### config.mk
export PLATFORM = sky130hd
export DESIGN_NAME = dsp_pwm_timer
export DESIGN_NICKNAME = d
export VERILOG_FILES = /design/src/rtl/dsp_pwm_pkg.sv /design/src/rtl/dsp_updown_ctr.sv /design/src/rtl/dsp_cmp_channel.sv /design/src/rtl/dsp_sticky_flags.sv /design/src/rtl/dsp_pwm_timer.sv
export SDC_FILE = /design/constraint.sdc
export NUM_CORES = 1
export LEC_CHECK = 0
export ABC_CLOCK_PERIOD_IN_PS = 9100
export BUFFER_PORTS_ARGS = -buffer_cell sky130_fd_sc_hd__buf_2
export CELL_PAD_IN_SITES_DETAIL_PLACEMENT = 1
export CELL_PAD_IN_SITES_GLOBAL_PLACEMENT = 1
export CORE_MARGIN = 1.5
export CORE_UTILIZATION = 45
export CTS_CLUSTER_SIZE = 8
export DETAILED_ROUTE_END_ITERATION = 8
export PLACE_DENSITY_LB_ADDON = 0.15
export SKIP_LAST_GASP = 1
export SLEW_MARGIN = 0
export SYNTH_ARGS = -nofsm -noshare
export SYNTH_HDL_FRONTEND = slang
export SYNTH_HIERARCHICAL = 1
export SYNTH_SLANG_ARGS = --single-unit
export TNS_END_PERCENT = 30
### constraint.sdc
create_clock -name clk_i -period 9.1 [get_ports clk_i]
set_clock_uncertainty 0.1 [all_clocks]
set_input_delay 1.365 -clock clk_i [delete_from_list [all_inputs] [get_ports clk_i]]
set_output_delay 1.365 -clock clk_i [all_outputs]
set_load 0.05 [all_outputs]
### src/rtl/dsp_pwm_pkg.sv
package dsp_pwm_pkg;

    typedef enum logic [1:0] {
        OUT_OFF    = 2'b00,
        OUT_NONINV = 2'b01,
        OUT_INV    = 2'b10,
        OUT_COMPL  = 2'b11
    } out_mode_e;

    typedef enum logic {
        PH_RISE = 1'b0,
        PH_FALL = 1'b1
    } phase_e;

    typedef enum logic {
        WV_LOW  = 1'b0,
        WV_HIGH = 1'b1
    } wave_e;

endpackage

### src/rtl/dsp_updown_ctr.sv
module dsp_updown_ctr
    import dsp_pwm_pkg::*;
#(
    parameter int W = 8
) (
    input  logic         clk_i,
    input  logic         rst_i,
    input  logic         tick_i,
    input  logic         top_wr_i,
    input  logic [W-1:0] top_wdata_i,
    output logic [W-1:0] count_o,
    output logic [W-1:0] count_nx_o,
    output phase_e       phase_nx_o,
    output logic         load_o
);

    localparam logic [W-1:0] PEAK_RST = '1;

    logic [W-1:0] top_buf_q, top_act_q, top_use;
    logic [W-1:0] cnt_q, cnt_d;
    phase_e       ph_q, ph_d;

    // start of a new period: leaving zero while rising
    assign load_o  = tick_i && (ph_q == PH_RISE) && (cnt_q == '0);
    assign top_use = load_o ? top_buf_q : top_act_q;

    always_comb begin
        cnt_d = cnt_q;
        ph_d  = ph_q;
        if (tick_i) begin
            unique case (ph_q)
                PH_RISE: begin
                    if (cnt_q < top_use) begin
                        cnt_d = cnt_q + 1'b1;
                        if (cnt_d == top_use) ph_d = PH_FALL;
                    end
                end
                PH_FALL: begin
                    cnt_d = cnt_q - 1'b1;
                    if (cnt_d == '0) ph_d = PH_RISE;
                end
            endcase
        end
    end

    always_ff @(posedge clk_i) begin
        if (rst_i) begin
            cnt_q     <= '0;
            ph_q      <= PH_RISE;
            top_buf_q <= PEAK_RST;
            top_act_q <= PEAK_RST;
        end else begin
            cnt_q <= cnt_d;
            ph_q  <= ph_d;
            if (load_o)   top_act_q <= top_buf_q;
            if (top_wr_i) top_buf_q <= top_wdata_i;
        end
    end

    assign count_o    = cnt_q;
    assign count_nx_o = cnt_d;
    assign phase_nx_o = ph_d;

endmodule

### src/rtl/dsp_cmp_channel.sv
module dsp_cmp_channel
    import dsp_pwm_pkg::*;
#(
    parameter int W = 8
) (
    input  logic         clk_i,
    input  logic         rst_i,
    input  logic         tick_i,
    input  logic         load_i,
    input  logic         cmp_wr_i,
    input  logic [W-1:0] cmp_wdata_i,
    input  logic         mode_wr_i,
    input  logic [1:0]   mode_wdata_i,
    input  logic [W-1:0] count_nx_i,
    input  phase_e       phase_nx_i,
    output logic         wave_o,
    output logic         pin_en_o,
    output logic         match_o
);

    logic [W-1:0] cmp_buf_q, cmp_act_q, cmp_use;
    out_mode_e    mode_q, mode_d;
    wave_e        wv_q, wv_d;
    logic         below, rise_below;

    assign cmp_use = load_i ? cmp_buf_q : cmp_act_q;
    assign mode_d  = mode_wr_i ? out_mode_e'(mode_wdata_i) : mode_q;

    // symmetric level: strict on the way up, inclusive on the way down
    assign rise_below = (phase_nx_i == PH_RISE) && (count_nx_i < cmp_use);
    assign below      = (phase_nx_i == PH_RISE) ? (count_nx_i < cmp_use)
                                                : (count_nx_i <= cmp_use);

    // next waveform state
    always_comb begin
        wv_d = WV_LOW;
        unique case (mode_d)
            OUT_OFF:    wv_d = WV_LOW;
            OUT_NONINV: if (below)      wv_d = WV_HIGH;
            OUT_INV:    if (!below)     wv_d = WV_HIGH;
            OUT_COMPL:  if (rise_below) wv_d = WV_HIGH;
        endcase
    end

    always_ff @(posedge clk_i) begin
        if (rst_i) begin
            wv_q      <= WV_LOW;
            mode_q    <= OUT_OFF;
            cmp_buf_q <= '0;
            cmp_act_q <= '0;
        end else begin
            wv_q   <= wv_d;
            mode_q <= mode_d;
            if (load_i)   cmp_act_q <= cmp_buf_q;
            if (cmp_wr_i) cmp_buf_q <= cmp_wdata_i;
        end
    end

    assign wave_o   = (wv_q == WV_HIGH);
    assign pin_en_o = (mode_q != OUT_OFF);
    assign match_o  = tick_i && (count_nx_i == cmp_use);

endmodule

### src/rtl/dsp_sticky_flags.sv
module dsp_sticky_flags #(
    parameter int NF = 3
) (
    input  logic          clk_i,
    input  logic          rst_i,
    input  logic [NF-1:0] set_i,
    input  logic [NF-1:0] clr_i,
    output logic [NF-1:0] flag_o
);

    logic [NF-1:0] flag_q;

    always_ff @(posedge clk_i) begin
        if (rst_i) flag_q <= '0;
        else       flag_q <= (flag_q & ~clr_i) | set_i;
    end

    assign flag_o = flag_q;

endmodule

### src/rtl/dsp_pwm_timer.sv
module dsp_pwm_timer
    import dsp_pwm_pkg::*;
#(
    parameter int W = 8,
    parameter int N = 2
) (
    input  logic         clk_i,
    input  logic         rst_i,
    input  logic         tick_i,
    input  logic         top_wr_i,
    input  logic [W-1:0] top_wdata_i,
    input  logic [N-1:0] cmp_wr_i,
    input  logic [W-1:0] cmp_wdata_i,
    input  logic [N-1:0] mode_wr_i,
    input  logic [1:0]   mode_wdata_i,
    input  logic [N:0]   flag_clr_i,
    output logic [W-1:0] count_o,
    output logic [N-1:0] wave_o,
    output logic [N-1:0] pin_en_o,
    output logic         ovf_flag_o,
    output logic [N-1:0] cmp_flag_o
);

    localparam int NF = N + 1;

    logic [W-1:0]  count_nx;
    phase_e        phase_nx;
    logic          load;
    logic [N-1:0]  match;
    logic          bottom;
    logic [NF-1:0] flags;

    dsp_updown_ctr #(.W(W)) ctr_i (
        .clk_i       (clk_i),
        .rst_i       (rst_i),
        .tick_i      (tick_i),
        .top_wr_i    (top_wr_i),
        .top_wdata_i (top_wdata_i),
        .count_o     (count_o),
        .count_nx_o  (count_nx),
        .phase_nx_o  (phase_nx),
        .load_o      (load)
    );

    for (genvar k = 0; k < N; k++) begin : g_chan
        dsp_cmp_channel #(.W(W)) chan_i (
            .clk_i        (clk_i),
            .rst_i        (rst_i),
            .tick_i       (tick_i),
            .load_i       (load),
            .cmp_wr_i     (cmp_wr_i[k]),
            .cmp_wdata_i  (cmp_wdata_i),
            .mode_wr_i    (mode_wr_i[k]),
            .mode_wdata_i (mode_wdata_i),
            .count_nx_i   (count_nx),
            .phase_nx_i   (phase_nx),
            .wave_o       (wave_o[k]),
            .pin_en_o     (pin_en_o[k]),
            .match_o      (match[k])
        );
    end

    assign bottom = tick_i && (count_nx == '0);

    dsp_sticky_flags #(.NF(NF)) flags_i (
        .clk_i  (clk_i),
        .rst_i  (rst_i),
        .set_i  ({match, bottom}),
        .clr_i  (flag_clr_i),
        .flag_o (flags)
    );

    assign ovf_flag_o = flags[0];
    assign cmp_flag_o = flags[NF-1:1];

endmodule

; Yosys cells after proc, flatten, opt, wreduce, memory -nomap -nowiden
; Cells that the tools add are included.
; Widths: inputs -> output; s select.
[word_totals]
regBits = 66
in_bits = 29
output_inout_bits = 15
[classes]
addsub = 2
magnitude_cmp = 5
eq_ne = 9
muxes = 23
bitwise_logic = 5
reduce_logical = 14
[ops]
columns = operator, count
row1 = $mux 8, 5
row2 = $eq 8x8->1, 3
row3 = $logic_not 8->1, 3
row4 = $lt 8x8->1, 3
row5 = $le 8x8->1, 2
row6 = $pmux 8 s2, 1
row7 = $mux 1, 12
row8 = $add 8x1->8 const B, 1
row9 = $eq 2x2->1 const B, 4
row10 = $pmux 1 s4, 2
row11 = $sub 8x1->8 const B, 1
row12 = $logic_and 1x1->1, 7
row13 = $eq 2x1->1 const B, 2
row14 = $logic_not 2->1, 2
row15 = $mux 2, 2
row16 = $reduce_bool 2->1, 2
row17 = $and 3x3->3, 1
row18 = $not 3->3, 1
row19 = $or 3x3->3, 1
row20 = $not 1->1, 2
row21 = $pmux 1 s2, 1

; Logic depth before layout (Yosys ltp)
; Gate-level depths: netlist of run 1.
[logic_depth]
depth_word = 13
ltp_mapped = 23
ltp_nobuf = 21

; Cells and area by module
; Netlist of run 1, hierarchy kept.
[by_module_without_submodules]
columns = mod, n_inst, cells_each, area_per_inst_um2, seq_area_each_um2
row1 = dsp_cmp_channel, 2, 90, 928.4, 380.4
row2 = dsp_updown_ctr, 1, 204, 1731.7, 500.5
row3 = dsp_sticky_flags, 1, 12, 105.1, 60.1
row4 = dsp_pwm_timer, 1, 3, 28.8, 0.0

; Worst setup path before layout of run 1
; Ideal clock, no wire load.
[synth_path]
path_type = input to register
from = in tick_i
to = reg g_chan[0].chan_i.wv_q
setup_time_ps = 140
arrival_ps = 5628
slack_ps = 3233
stages = 22
path_cell_list = clkbuf_1 > nand4bb_1 > or3_4 > buf_6 > mux2_2 > inv_1 > ha_1 > and4_1 > o21ai_0 > nor2_1 > a2111oi_1 > buf_2 > a21oi_1 > o32ai_1 > a21oi_1 > ha_1 > nor2b_4 > o211ai_2 > a21oi_2 > a2111oi_4 > mux2i_1 > o221ai_2
[synth_between]
elab_cells_between_ends = 22
[synth_lines]
columns = element, line
row1 = start: declaration, dsp_pwm_timer.sv:9  ; input logic tick_i,
row2 = $logic_and 1x1->1 (2 in a row), dsp_updown_ctr.sv:24  ; assign load_o = tick_i && (ph_q == PH_RISE) && (cnt_q == '0);
row3 = $mux 8, dsp_updown_ctr.sv:25  ; assign top_use = load_o ? top_buf_q : top_act_q;
row4 = $lt 8x8->1, dsp_updown_ctr.sv:33  ; if (cnt_q < top_use) begin
row5 = $mux 8, dsp_updown_ctr.sv:33
row6 = $pmux 8 s2, dsp_updown_ctr.sv:31  ; unique case (ph_q)
row7 = $mux 8 *, dsp_updown_ctr.sv:30  ; if (tick_i) begin
row8 = net count_nx[1], dsp_pwm_timer.sv:26  ; logic [W-1:0] count_nx;
row9 = $lt 8x8->1 / $le 8x8->1 (equally long branches), "dsp_cmp_channel.sv:30, dsp_cmp_channel.sv:31, dsp_cmp_channel.sv:32"
row10 = $mux 1 / $logic_and 1x1->1 (equally long branches), "dsp_cmp_channel.sv:31, dsp_cmp_channel.sv:30"
row11 = $mux 1 (on tied branches), "dsp_cmp_channel.sv:40, dsp_cmp_channel.sv:39, dsp_cmp_channel.sv:41"
row12 = $pmux 1 s4 *, dsp_cmp_channel.sv:37  ; unique case (mode_d)
row13 = end signal: assignment, dsp_cmp_channel.sv:52  ; wv_q <= wv_d;
row14 = end: declaration, dsp_cmp_channel.sv:23  ; wave_e wv_q, wv_d;
; Mark *: on every way through the listed nets, which the timed path passes. The rest lies on a longest branch.
; A chain may end at the register's enable or synchronous reset.

; Final worst setup path of run 1
; Same ends and word-level chain as after synthesis.

==> qor.yml, run 1 <==
global_routing:
  antenna_found_initial: 0
  use_met3: 0.03803
  grt_pass1_wl_um: 14990
  grt_overflow_total: 0
  grt_max_degree: 50
  gr-usage-met1: 0.3089
  grt.total_usage: 0.2202
  grt-busiest-layer: "met2"
  grt_pass1_vias: 2951
  use_met2: 0.3382
sta:
  finalHoldViolCount: 0
  setup_viol: 0
  slew_headroom: 0.2500
  finalSetupTns_ns: 0
  slew_violations: 0
  rsz0062_at_grt: "no"
  max_freq_ghz: 0.1586
  layout_min_cycle_time_ns: 6.306
  period_share: 0.6929
  max_slew.worst_pin.slew_ns: 1.123
status:
  status: "complete, no violations"
clock_network:
  clockRootBuffer: "clkbuf_8"
  cts_hold_buf: 0
  cts_tree: "yes"
  ctsResizeCount: 0
  clk_pin_slew_ns: 0.08
  cts_made_buffers: 9
  clkLatencyLatePin_ns: 0.34
  cts_max_level: 3
  cts_setup_buffers: 0
  cts_sinks: 66
  cts_buffer_depth: 2
synthesis:
  ys_seq_area_frac: 0.3550
  synth_top_area_share: 0.3550
  synth_edf_count: 0
  syn_area_per_cell_um2: 9.329
  synthesis.instances: 399
  synthAdderAreaFrac: 0.09076
  ys_top_cells_by_count: "dfxtp_1, nor2_1, mux2i_1"
  synthFlopType: "dfxtp_1"
  yosys.area.top_type: "dfxtp_1"
  async_flop_share: 0
  synth.cell_area_um2: 3722
  yosysMostFrequentCell: "dfxtp_1"
  synth-compound-area-share: 0.1334
  synth_top_family_by_area: "simple AND/OR/NAND/NOR gates"
  synth_cell_types: 59
  synthMuxAreaShare: 0.1506
  synthTopCellsByArea: "dfxtp_1, mux2i_1, ha_1, nor2_1, nand2_1"
  yosys.area_share.simple: 0.1805
  yosys_warnings: 6
  synth_xor_area_frac: 0.04471
  synth-seq-cells: 66
  syn_nets: 455
floorplanning:
  top_level_ports: 44
  start_util: 0.4743
  die_y_um: 93.95
  die-area_um2: 8827
  core_um2: 7848
  die_x_um: 93.95
  rows: 32
finish:
  post-route-util: 0.5349
  n_antenna_cell: 0
  final_area_um2: 4198
  area_growth_pct: 12.77
  final_nets: 488
  final.fill_count: 933
  drive_above_1_share: 0.1991
flow_run:
  cap_violations: 0
setup_path:
  critPathSlowestCell: "a2111oi_2"
  critPathKind: "input pin to flip-flop"
  crit_arrival_ns: 6.41
  start_kind: "input pin"
  endpoint_kind: "flip-flop"
  max_stage_delay_ns: 1.02
  cp.required_ns: 9.21
  worstPathMaxFanout: 20
  crit_chain: "buf_2 > nand4bb_1 > or3_4 > mux2i_1 > ha_1 > and4_1 > o21ai_0 > nor2_1 > a2111oi_2 > a21oi_1 > o32ai_1 > a21oi_1 > ha_1 > nor2b_4 > o211ai_2 > a21oi_2 > a2111oi_4 > mux2i_1 > o221ai_2"
pwr:
  power.density_nw_per_um2: 178.8
  p_total_w: 0.0007507
  power_leakage_nw: 1.909
  peakVddDrop_uv: 85.46
route:
  ant_nets: 0
  drcViolationCount: 0
  wire_per_inst_um: 16.68
  dr.pass1.iters: 6
  drt_wl_total_um: 8989
  via_count: 2962
  vias_per_cell: 5.495
  drt_iter0_drc: 120
placement:
  port_buffers: 43
  place_hpwl_um: 6582
  postPlaceCellArea_um2: 3974
  place.gp.congestion: 0.8625
min_path:
  hp-class: "flip-flop to flip-flop"
-- metal layers --
layer,up-vias,routed length (um)
li1,1474,-
met1,1422,4587
met2,54,3995
met3,12,279
met4,0,127
met5,-,0
-- path summary, 6_finish.rpt --
check,startpoint,endpoint,slack (ns),depth (start not counted)
setup / recovery,tick_i,g_chan[0].chan_i/wave_o,2.79,19
hold / removal,flags_i/flag_o[1],flags_i/flag_o[1],0.38,2
setup reg to reg,ctr_i/count_o[2],g_chan[0].chan_i/wave_o,3.09,18
hold reg to reg,flags_i/flag_o[1],flags_i/flag_o[1],0.38,2
-- stage by stage --
stage	worst slack [ns]	cells	hold WS (ns)
final	2.794	539	0.3759
after global routing	2.414	539	0.3980
after detailed placement	2.480	523	0.3605
after global placement	2.580	523	0.3568
after floorplan	3.233	399	0.3373
after CTS	2.808	539	0.3805
-- report_power, final --
part / switching, W / internal [W] / leakage, nW / total (W)
combinational: 0.0000907 / 0.0000618 / 1.25 / 0.000153
sequential: 0.0000121 / 0.000304 / 0.540 / 0.000316
clock: 0.000125 / 0.000157 / 0.115 / 0.000282
-- cell type report --
class / instances / area [um^2] / area share
sequential: 66 / 1321 / 0.3148
timing repair buffer: 44 / 222.7 / 0.05306
clock buffer: 9 / 123.9 / 0.02951
clock inverter: 7 / 100.1 / 0.02384
tap: 102 / 127.6 / 0.03040
multi-input combinational: 294 / 2238 / 0.5332
inverter: 17 / 63.81 / 0.01520
-- state kept, by name (all words and copies together), names as in the netlist --
name	count
ctr_i/count_o	8
g_chan.chan_i/cmp_buf_q	16
ctr_i/ph_q	1
g_chan.chan_i/cmp_act_q	16
g_chan.chan_i/mode_q	4
g_chan.chan_i/wave_o	2
ctr_i/top_buf_q	8
ctr_i/top_act_q	8
flags_i/flag_o	3
-- cell families (layout without fill, tap and decap cells) --
group,after synthesis,count (layout)
AND/OR/NAND/NOR,134,134
flip-flops,66,66
buffers and inverters,39,77
adder cells (fa/ha/maj),27,27
AO/OA/AOI/OAI,61,61
XOR/XNOR,19,19
multiplexers,53,53
-- layout by cell type (no fill, tap or decap), types with 5 or more instances in the layout --
master / n
ha_1: 27
xor2_1: 9
nor2_1: 51
a21oi_1: 19
nor2b_1: 5
dfxtp_1: 66
buf_2: 43
and2_1: 6
clkbuf_8: 9
o21ai_0: 6
mux2i_1: 47
nand3_1: 7
inv_1: 17
xnor2_1: 10
nand2_1: 34
-- worst max-delay path, delay by kind of cell --
family,cells,cell delay [ns]
compound gates,9,2.47
fa+ha+maj,2,0.66
buf+inv,1,0.29
mux,2,0.59
simple gates,5,1.04
No activity file was read; power rests on OpenSTA's default activity.
==> run 2: changes to the inputs <==
--- a/config.mk
+++ b/config.mk
@@ -5,7 +5,7 @@
 export SDC_FILE = /design/constraint.sdc
 export NUM_CORES = 1
 export LEC_CHECK = 0
-export ABC_CLOCK_PERIOD_IN_PS = 9100
+export ABC_CLOCK_PERIOD_IN_PS = 6600
 export BUFFER_PORTS_ARGS = -buffer_cell sky130_fd_sc_hd__buf_2
 export CELL_PAD_IN_SITES_DETAIL_PLACEMENT = 1
 export CELL_PAD_IN_SITES_GLOBAL_PLACEMENT = 1
==> constraint.sdc (replaced) <==
create_clock -name clk_i -period 6.6 [get_ports clk_i]
set_clock_uncertainty 0.1 [all_clocks]
set_input_delay 0.99 -clock clk_i [delete_from_list [all_inputs] [get_ports clk_i]]
set_output_delay 0.99 -clock clk_i [all_outputs]
set_load 0.05 [all_outputs]
==> run 2 against run 1 <==
  * Wire length grew 2.2%
  * Critical path depth shrank 1
  * Die area is the same
  * Clock power grew 34%
  * Largest cell class unchanged
  * Worst setup slack lost 1.7 ns
  * Sequential power grew 38%
  * Register-to-register slack lost 2.0 ns
  * Combinational power grew 37%
  * First-iteration DRC count shrank 18%
  * Non-clock buffer count grew 1
  * Global-route usage grew 1.2 points
  * Cell area is the same
==> qor.yml, run 2 (same netlist as run 1, synthesis figures left out) <==
pwr:
  power_switching_w: 0.0002980  # +31%
  p_int_w: 0.0007242  # +39%
  power.share.sequential: 0.426  # +0.005
  switching_share: 0.2915  # -0.01212
  power.density_nw_per_um2: 243.5  # +36%
  power_leakage_nw: 1.911  # about the same
  pwr-share-comb: 0.206  # +0.003
  peakVddDrop_uv: 116.7  # +37%
  p_clk_frac: 0.368  # -0.008
global_routing:
  grt_pass1_wl_um: 15660  # +4.5%
  grt_max_degree: 50  # unchanged
  grt.total_usage: 0.2323  # +0.01216
  antenna_found_initial: 0  # unchanged
  grt_overflow_total: 0  # unchanged
  grt_pass1_vias: 3048  # +3.3%
sta:
  finalHoldViolCount: 0  # unchanged
  max_freq_ghz: 0.1814
  slew_headroom: 0.4379  # +0.1879
  max_slew.worst_pin.slew_ns: 0.8422  # -0.2806 ns
  slew_violations: 0  # unchanged
  rsz0062_at_grt: "no"
  finalSetupTns_ns: 0  # unchanged
  layout_min_cycle_time_ns: 5.511
  setup_viol: 0  # unchanged
  period_share: 0.8350
setup_path:
  critPathKind: "flip-flop to flip-flop"
  worstPathMaxFanout: 16  # -20%
  max_stage_delay_ns: 0.62  # -0.40 ns
  start_kind: "flip-flop"
  crit_arrival_ns: 5.62  # -0.79 ns
  crit_chain: "or4_4 > or3_4 > mux2i_1 > ha_1 > and4_1 > o21ai_0 > nor2_1 > a2111oi_2 > buf_4 > nand2_1 > xor2_1 > a21oi_1 > ha_1 > a21oi_1 > nor2_1 > a2111oi_4 > mux2i_1 > o221ai_2"
  critPathSlowestCell: "or4_4"
  endpoint_kind: "flip-flop"
  cp.required_ns: 6.71  # -2.50 ns
floorplanning:
  top_level_ports: 44  # unchanged
  core_um2: 7848  # unchanged
  die_x_um: 93.95  # unchanged
  die_y_um: 93.95  # unchanged
  die-area_um2: 8827  # unchanged
  rows: 32  # unchanged
  start_util: 0.4743  # unchanged
placement:
  place.gp.congestion: 0.8377  # -2.9%
  port_buffers: 43  # unchanged
  postPlaceCellArea_um2: 3981  # +0.19%
  place_hpwl_um: 6714  # +2.0%
clock_network:
  clk_pin_slew_ns: 0.07  # about the same
  cts_setup_buffers: 0  # unchanged
  cts_sinks: 66  # unchanged
  cts_buffer_depth: 2  # unchanged
  cts_made_buffers: 9  # unchanged
  cts_tree: "yes"
  cts_max_level: 3  # unchanged
  clkLatencyLatePin_ns: 0.34  # about the same
  ctsResizeCount: 0  # unchanged
  cts_hold_buf: 0  # unchanged
  clockRootBuffer: "clkbuf_8"
finish:
  reg_top3: "g_chan.chan_i/cmp_act_q: 16 flops, g_chan.chan_i/cmp_buf_q: 16 flops"
  final_nets: 489  # +0.20%
  multiInputGateArea_um2: 2238  # unchanged
  final_area_um2: 4198  # unchanged
  drive_above_1_share: 0.1991  # unchanged
  final.fill_count: 932  # -0.11%
  final_common_cell: "dfxtp_1"
  area_growth_pct: 12.77  # unchanged
  final_cell_mix: "dfxtp_1, nor2_1, mux2i_1, buf_2, nand2_1"
  register_area_um2: 1321  # unchanged
  n_antenna_cell: 0  # unchanged
route:
  drcViolationCount: 0  # unchanged
  drt_wl_total_um: 9189  # +2.2%
  dr.pass1.iters: 4  # -2
  ant_nets: 0  # unchanged
  wire_per_inst_um: 17.05  # +2.2%
  vias_per_cell: 5.497  # about the same
  drt_iter0_drc: 98  # -18%
  via_count: 2963  # +0.034%
status:
  status: "complete, no violations"
min_path:
  hp-class: "flip-flop to flip-flop"
flow_run:
  cap_violations: 0  # unchanged
-- run 2: layout make-up --
cell class              instances  area share
clock buffers                  10     0.03279
inverters                      17     0.01520
well taps                     102     0.03040
flip-flops and latches         66      0.3148
repair buffers                 45     0.05484
clock inverters                 5     0.01878
multi-input cells             294      0.5332
-- run 2: critical path, delay by kind of cell, from the launching register on --
family,cells,cell delay [ns]
and+or+nand+nor,6,1.63
AOI/OAI and AO/OA,6,1.48
adders and majority gates,2,0.67
muxes,2,0.56
DFF,1,0.51
buffers and inverters,1,0.25
xor gates and xnor gates,1,0.17
-- run 2: power by group through the flow --
| stage | Combinational [W] | Clock [W] | Sequential, W |
|---|---|---|---|
| floorplan | 0.000148 | 0 | 0.000457 |
| global placement | 0.000204 | 0 | 0.000444 |
| detailed placement | 0.000210 | 0 | 0.000444 |
| CTS | 0.000212 | 0.000386 | 0.000435 |
| global route | 0.000233 | 0.000406 | 0.000438 |
| finish | 0.000210 | 0.000377 | 0.000436 |
-- run 2: path summary, 6_finish.rpt --
kind / startpoint / slack [ns] / endpoint / cells past startpoint
worst min register to register: flags_i/flag_o[1] / 0.38 / flags_i/flag_o[1] / 2
worst max-delay path: ctr_i/count_o[2] / 1.09 / g_chan[1].chan_i/wave_o / 18
worst max register to register: ctr_i/count_o[2] / 1.09 / g_chan[1].chan_i/wave_o / 18
worst min-delay path: flags_i/flag_o[1] / 0.38 / flags_i/flag_o[1] / 2
-- run 2: stage by stage --
step                      power [W]  worst slack [ns]  std cells  utilization  hold slack (ns)
after CTS                  0.001033             1.075        539       0.5349           0.3796
after detailed placement  0.0006540            0.8712        524       0.5073           0.3660
after global placement    0.0006483             1.021        524       0.5073           0.3560
after global routing       0.001077            0.7361        539       0.5349           0.4010
final                      0.001022             1.089        539       0.5349           0.3757
after floorplan           0.0006048             1.108        399            -           0.3373
-- run 2: per-layer routing --
layer | track usage | routed length, um | up-vias
met5 | 0 | 0 | -
met4 | 0.06219 | 107 | 0
met3 | 0.06149 | 402 | 12
met2 | 0.3665 | 4151 | 67
met1 | 0.3131 | 4527 | 1421
li1 | - | - | 1463
==> run 3: changes to the inputs <==
--- a/config.mk
+++ b/config.mk
@@ -5,12 +5,12 @@
 export SDC_FILE = /design/constraint.sdc
 export NUM_CORES = 1
 export LEC_CHECK = 0
-export ABC_CLOCK_PERIOD_IN_PS = 6600
+export ABC_CLOCK_PERIOD_IN_PS = 4560
 export BUFFER_PORTS_ARGS = -buffer_cell sky130_fd_sc_hd__buf_2
 export CELL_PAD_IN_SITES_DETAIL_PLACEMENT = 1
 export CELL_PAD_IN_SITES_GLOBAL_PLACEMENT = 1
 export CORE_MARGIN = 1.5
-export CORE_UTILIZATION = 45
+export CORE_UTILIZATION = 41
 export CTS_CLUSTER_SIZE = 8
 export DETAILED_ROUTE_END_ITERATION = 8
 export PLACE_DENSITY_LB_ADDON = 0.15
==> constraint.sdc (replaced) <==
create_clock -name clk_i -period 4.56 [get_ports clk_i]
set_clock_uncertainty 0.1 [all_clocks]
set_input_delay 0.684 -clock clk_i [delete_from_list [all_inputs] [get_ports clk_i]]
set_output_delay 0.684 -clock clk_i [all_outputs]
set_load 0.05 [all_outputs]
==> run 3 against run 2 <==
  * The flow now finishes with violations (negative setup slack)
  * Worst setup slack got worse by 1.5 ns
  * Critical path type unchanged
  * Worst hold slack got worse by 0.0031 ns
  * Global-route usage is 1.0 points lower
  * Wire length grew 13%
  * Highest routed layer unchanged
  * First-iteration DRC count increased by 3.1%
  * Sequential power up 43%
  * Fmax grew 10%
  * Via count grew 5.8%
==> qor.yml, run 3 (same netlist as run 1, synthesis figures left out) <==
finish:
  drive_above_1_share: 0.2918  # +0.09267
  final_common_cell: "dfxtp_1"
  final_area_um2: 4579  # +9.1%
  final.fill_count: 1024  # +9.9%
  n_antenna_cell: 0  # unchanged
  final_cell_mix: "dfxtp_1, nor2_1, mux2i_1, buf_2, buf_4"
  reg_top3: "g_chan.chan_i/cmp_act_q: 16 flops, g_chan.chan_i/cmp_buf_q: 16 flops"
  final_nets: 524  # +7.2%
  area_growth_pct: 23.03
  post-route-util: 0.5226  # -0.01236
placement:
  port_buffers: 43  # unchanged
  place.gp.congestion: 0.8554  # +2.1%
  dp_slack_ns: -0.4593  # -1.331 ns
  place_hpwl_um: 7736  # +15%
  postPlaceCellArea_um2: 4297  # +7.9%
pwr:
  p_int_w: 0.001120  # +55%
  p_clk_frac: 0.380  # +0.012
  peakVddDrop_uv: 218.6  # +87%
  power_switching_w: 0.0004662  # +56%
  power.share.sequential: 0.393  # -0.033
  pwr-share-comb: 0.228  # +0.022
  switching_share: 0.2938  # +0.002315
  power.density_nw_per_um2: 346.5  # +42%
  power_leakage_nw: 2.097  # +9.7%
floorplanning:
  core_um2: 8763  # +12%
  start_util: 0.4248  # -0.04957
  rows: 34  # +6.3%
  die_x_um: 98.28  # +4.6%
  die_y_um: 98.28  # +4.6%
  top_level_ports: 44  # unchanged
  die-area_um2: 9659  # +9.4%
global_routing:
  grt_overflow_total: 0  # unchanged
  grt.total_usage: 0.2219  # -0.01048
  antenna_found_initial: 0  # unchanged
  grt_pass1_wl_um: 16920  # +8.1%
  grt_pass1_vias: 3343  # +9.7%
  grt_max_degree: 50  # unchanged
clock_network:
  cts_made_buffers: 9  # unchanged
  clockRootBuffer: "clkbuf_8"
  cts_hold_buf: 0  # unchanged
  cts_sinks: 66  # unchanged
  clk_pin_slew_ns: 0.08  # about the same
  cts_buffer_depth: 2  # unchanged
  clkLatencyLatePin_ns: 0.35  # about the same
  cts_max_level: 3  # unchanged
  cts_tree: "yes"
setup_path:
  start_kind: "flip-flop"
  endpoint_kind: "flip-flop"
  r2r_cells: 20  # +2
  critPathKind: "flip-flop to flip-flop"
  worstPathMaxFanout: 11  # -5
  max_stage_delay_ns: 0.57  # -0.05 ns
  r2r-end: "g_chan[1].chan_i/wave_o"
  crit_chain: "or4_4 > or3_4 > mux2_4 > inv_2 > ha_4 > and4_1 > o21ai_1 > nor2_1 > a2111oi_4 > buf_6 > a21oi_2 > o32ai_2 > a21oi_2 > ha_1 > nor2b_4 > o211ai_2 > a21oi_4 > a2111oi_4 > or4_1 > o221ai_2"
  r2r_start: "ctr_i/count_o[4]"
  critPathSlowestCell: "or4_1"
  crit_arrival_ns: 5.16  # -0.46 ns
  cp.required_ns: 4.73  # -1.98 ns
  rrSetupSlack_ns: -0.43  # -1.52 ns
min_path:
  whs_path_depth: 2  # unchanged
  hp-start: "flags_i/flag_o[0]"
  hp-class: "flip-flop to flip-flop"
  min_to: "flags_i/flag_o[0]"
route:
  wl_met3_um: 293  # -27%
  vias_per_cell: 5.398  # -1.8%
  drcViolationCount: 0  # unchanged
  wl_met2_um: 4863  # +17%
  dr.pass1.iters: 4  # unchanged
  wl_met1_um: 5054  # +12%
  wire_per_inst_um: 17.85  # +4.7%
  via_count: 3136  # +5.8%
  routed.top_layer: "met4"
  drt_wl_total_um: 10370  # +13%
  ant_nets: 0  # unchanged
  drt_iter0_drc: 101  # +3.1%
sta:
  layout_min_cycle_time_ns: 4.988  # -0.5233 ns
  hold_ws_ns: 0.3726  # -0.003084 ns
  period_share: 1.094  # +0.2588
  setup_viol: 5  # +5
  max_slew.worst_pin.slew_ns: 0.9775  # +0.1352 ns
  finalHoldViolCount: 0  # unchanged
  fin_ws_ns: -0.4279  # -1.517 ns
  slew_violations: 0  # unchanged
  rsz0062_at_grt: "yes"
  max_freq_ghz: 0.2005  # +10%
  slew_headroom: 0.3483  # -0.08954
flow_run:
  cap_violations: 0  # unchanged
status:
  violations: "negative setup slack"
  status: "complete, but fails checks"
[run 3: cell count changes in the layout (fill, tap and decap cells not counted), sizes merged]
cell	change
buf	+34
or3	+1
clkinv	-1
bufinv	+1
clkinvlp	+1
[run 3: cell type report]
type	instances	area, um^2	share of cell area
well taps	108	135.1	0.02951
clock buffers	10	127.6	0.02787
repair buffers	79	489.2	0.1068
multi-input cells	295	2315	0.5055
inverters	17	63.81	0.01393
flip-flops and latches	66	1334	0.2913
clock inverters	6	115.1	0.02514
[run 3: metrics by stage]
stage | setup TNS (ns) | std cells | total power (W)
final | -1.187 | 581 | 0.001587
after global routing | -2.224 | 581 | 0.001654
after CTS | -1.314 | 579 | 0.001590
after detailed placement | -1.326 | 563 | 0.0009857
after global placement | -1.011 | 563 | 0.0009740
after floorplan | -0.6820 | 399 | 0.0008795
[run 3: what timing repair did]
item,4_1_cts,5_1_grt
pin swaps,0,3
setup buffers,0,1
hold endpoints to repair,0,0
gates resized for setup,0,6
gates cloned,0,1
setup endpoints to repair,5,5
[run 3: power by group through the flow]
| stage | logic (W) | registers (W) | clock network [W] |
|---|---|---|---|
| 5_1_grt | 0.000391 | 0.000626 | 0.000637 |
| 3_3_place_gp | 0.000339 | 0.000635 | 0 |
| 2_1_floorplan | 0.000219 | 0.000661 | 0 |
| 4_1_cts | 0.000354 | 0.000623 | 0.000614 |
| 6_report | 0.000361 | 0.000623 | 0.000603 |
| 3_5_place_dp | 0.000350 | 0.000636 | 0 |
[run 3: metal layers]
metal / vias to the layer above / GRT usage
met3: 16 / 0.03722
met5: - / 0
li1: 1537 / -
met4: 0 / 0.07584
met2: 56 / 0.3672
met1: 1527 / 0.2925
[run 3: worst max path at each step]
| stage | to | depth (start not counted) | startpoint |
|---|---|---|---|
| final | g_chan[1].chan_i/wave_o | 20 | ctr_i/count_o[4] |
| after global routing | g_chan[1].chan_i/wave_o | 19 | ctr_i/count_o[2] |
| after CTS | g_chan[1].chan_i/wave_o | 20 | ctr_i/count_o[2] |
| after detailed placement | g_chan[0].chan_i/wave_o | 19 | tick_i |
| after global placement | g_chan[1].chan_i/wave_o | 20 | tick_i |
| after floorplan | g_chan[1].chan_i/wave_o | 22 | ctr_i/count_o[4] |
[run 3: critical path: cells and delay by family (launching register included)]
kind | cells | cell delay (ns)
AO/OA/AOI/OAI | 9 | 1.33
adder cells (fa/ha/maj) | 2 | 0.50
buffers and inverters | 2 | 0.26
flip-flops | 1 | 0.34
multiplexers | 1 | 0.33
AND/OR/NAND/NOR | 6 | 1.99
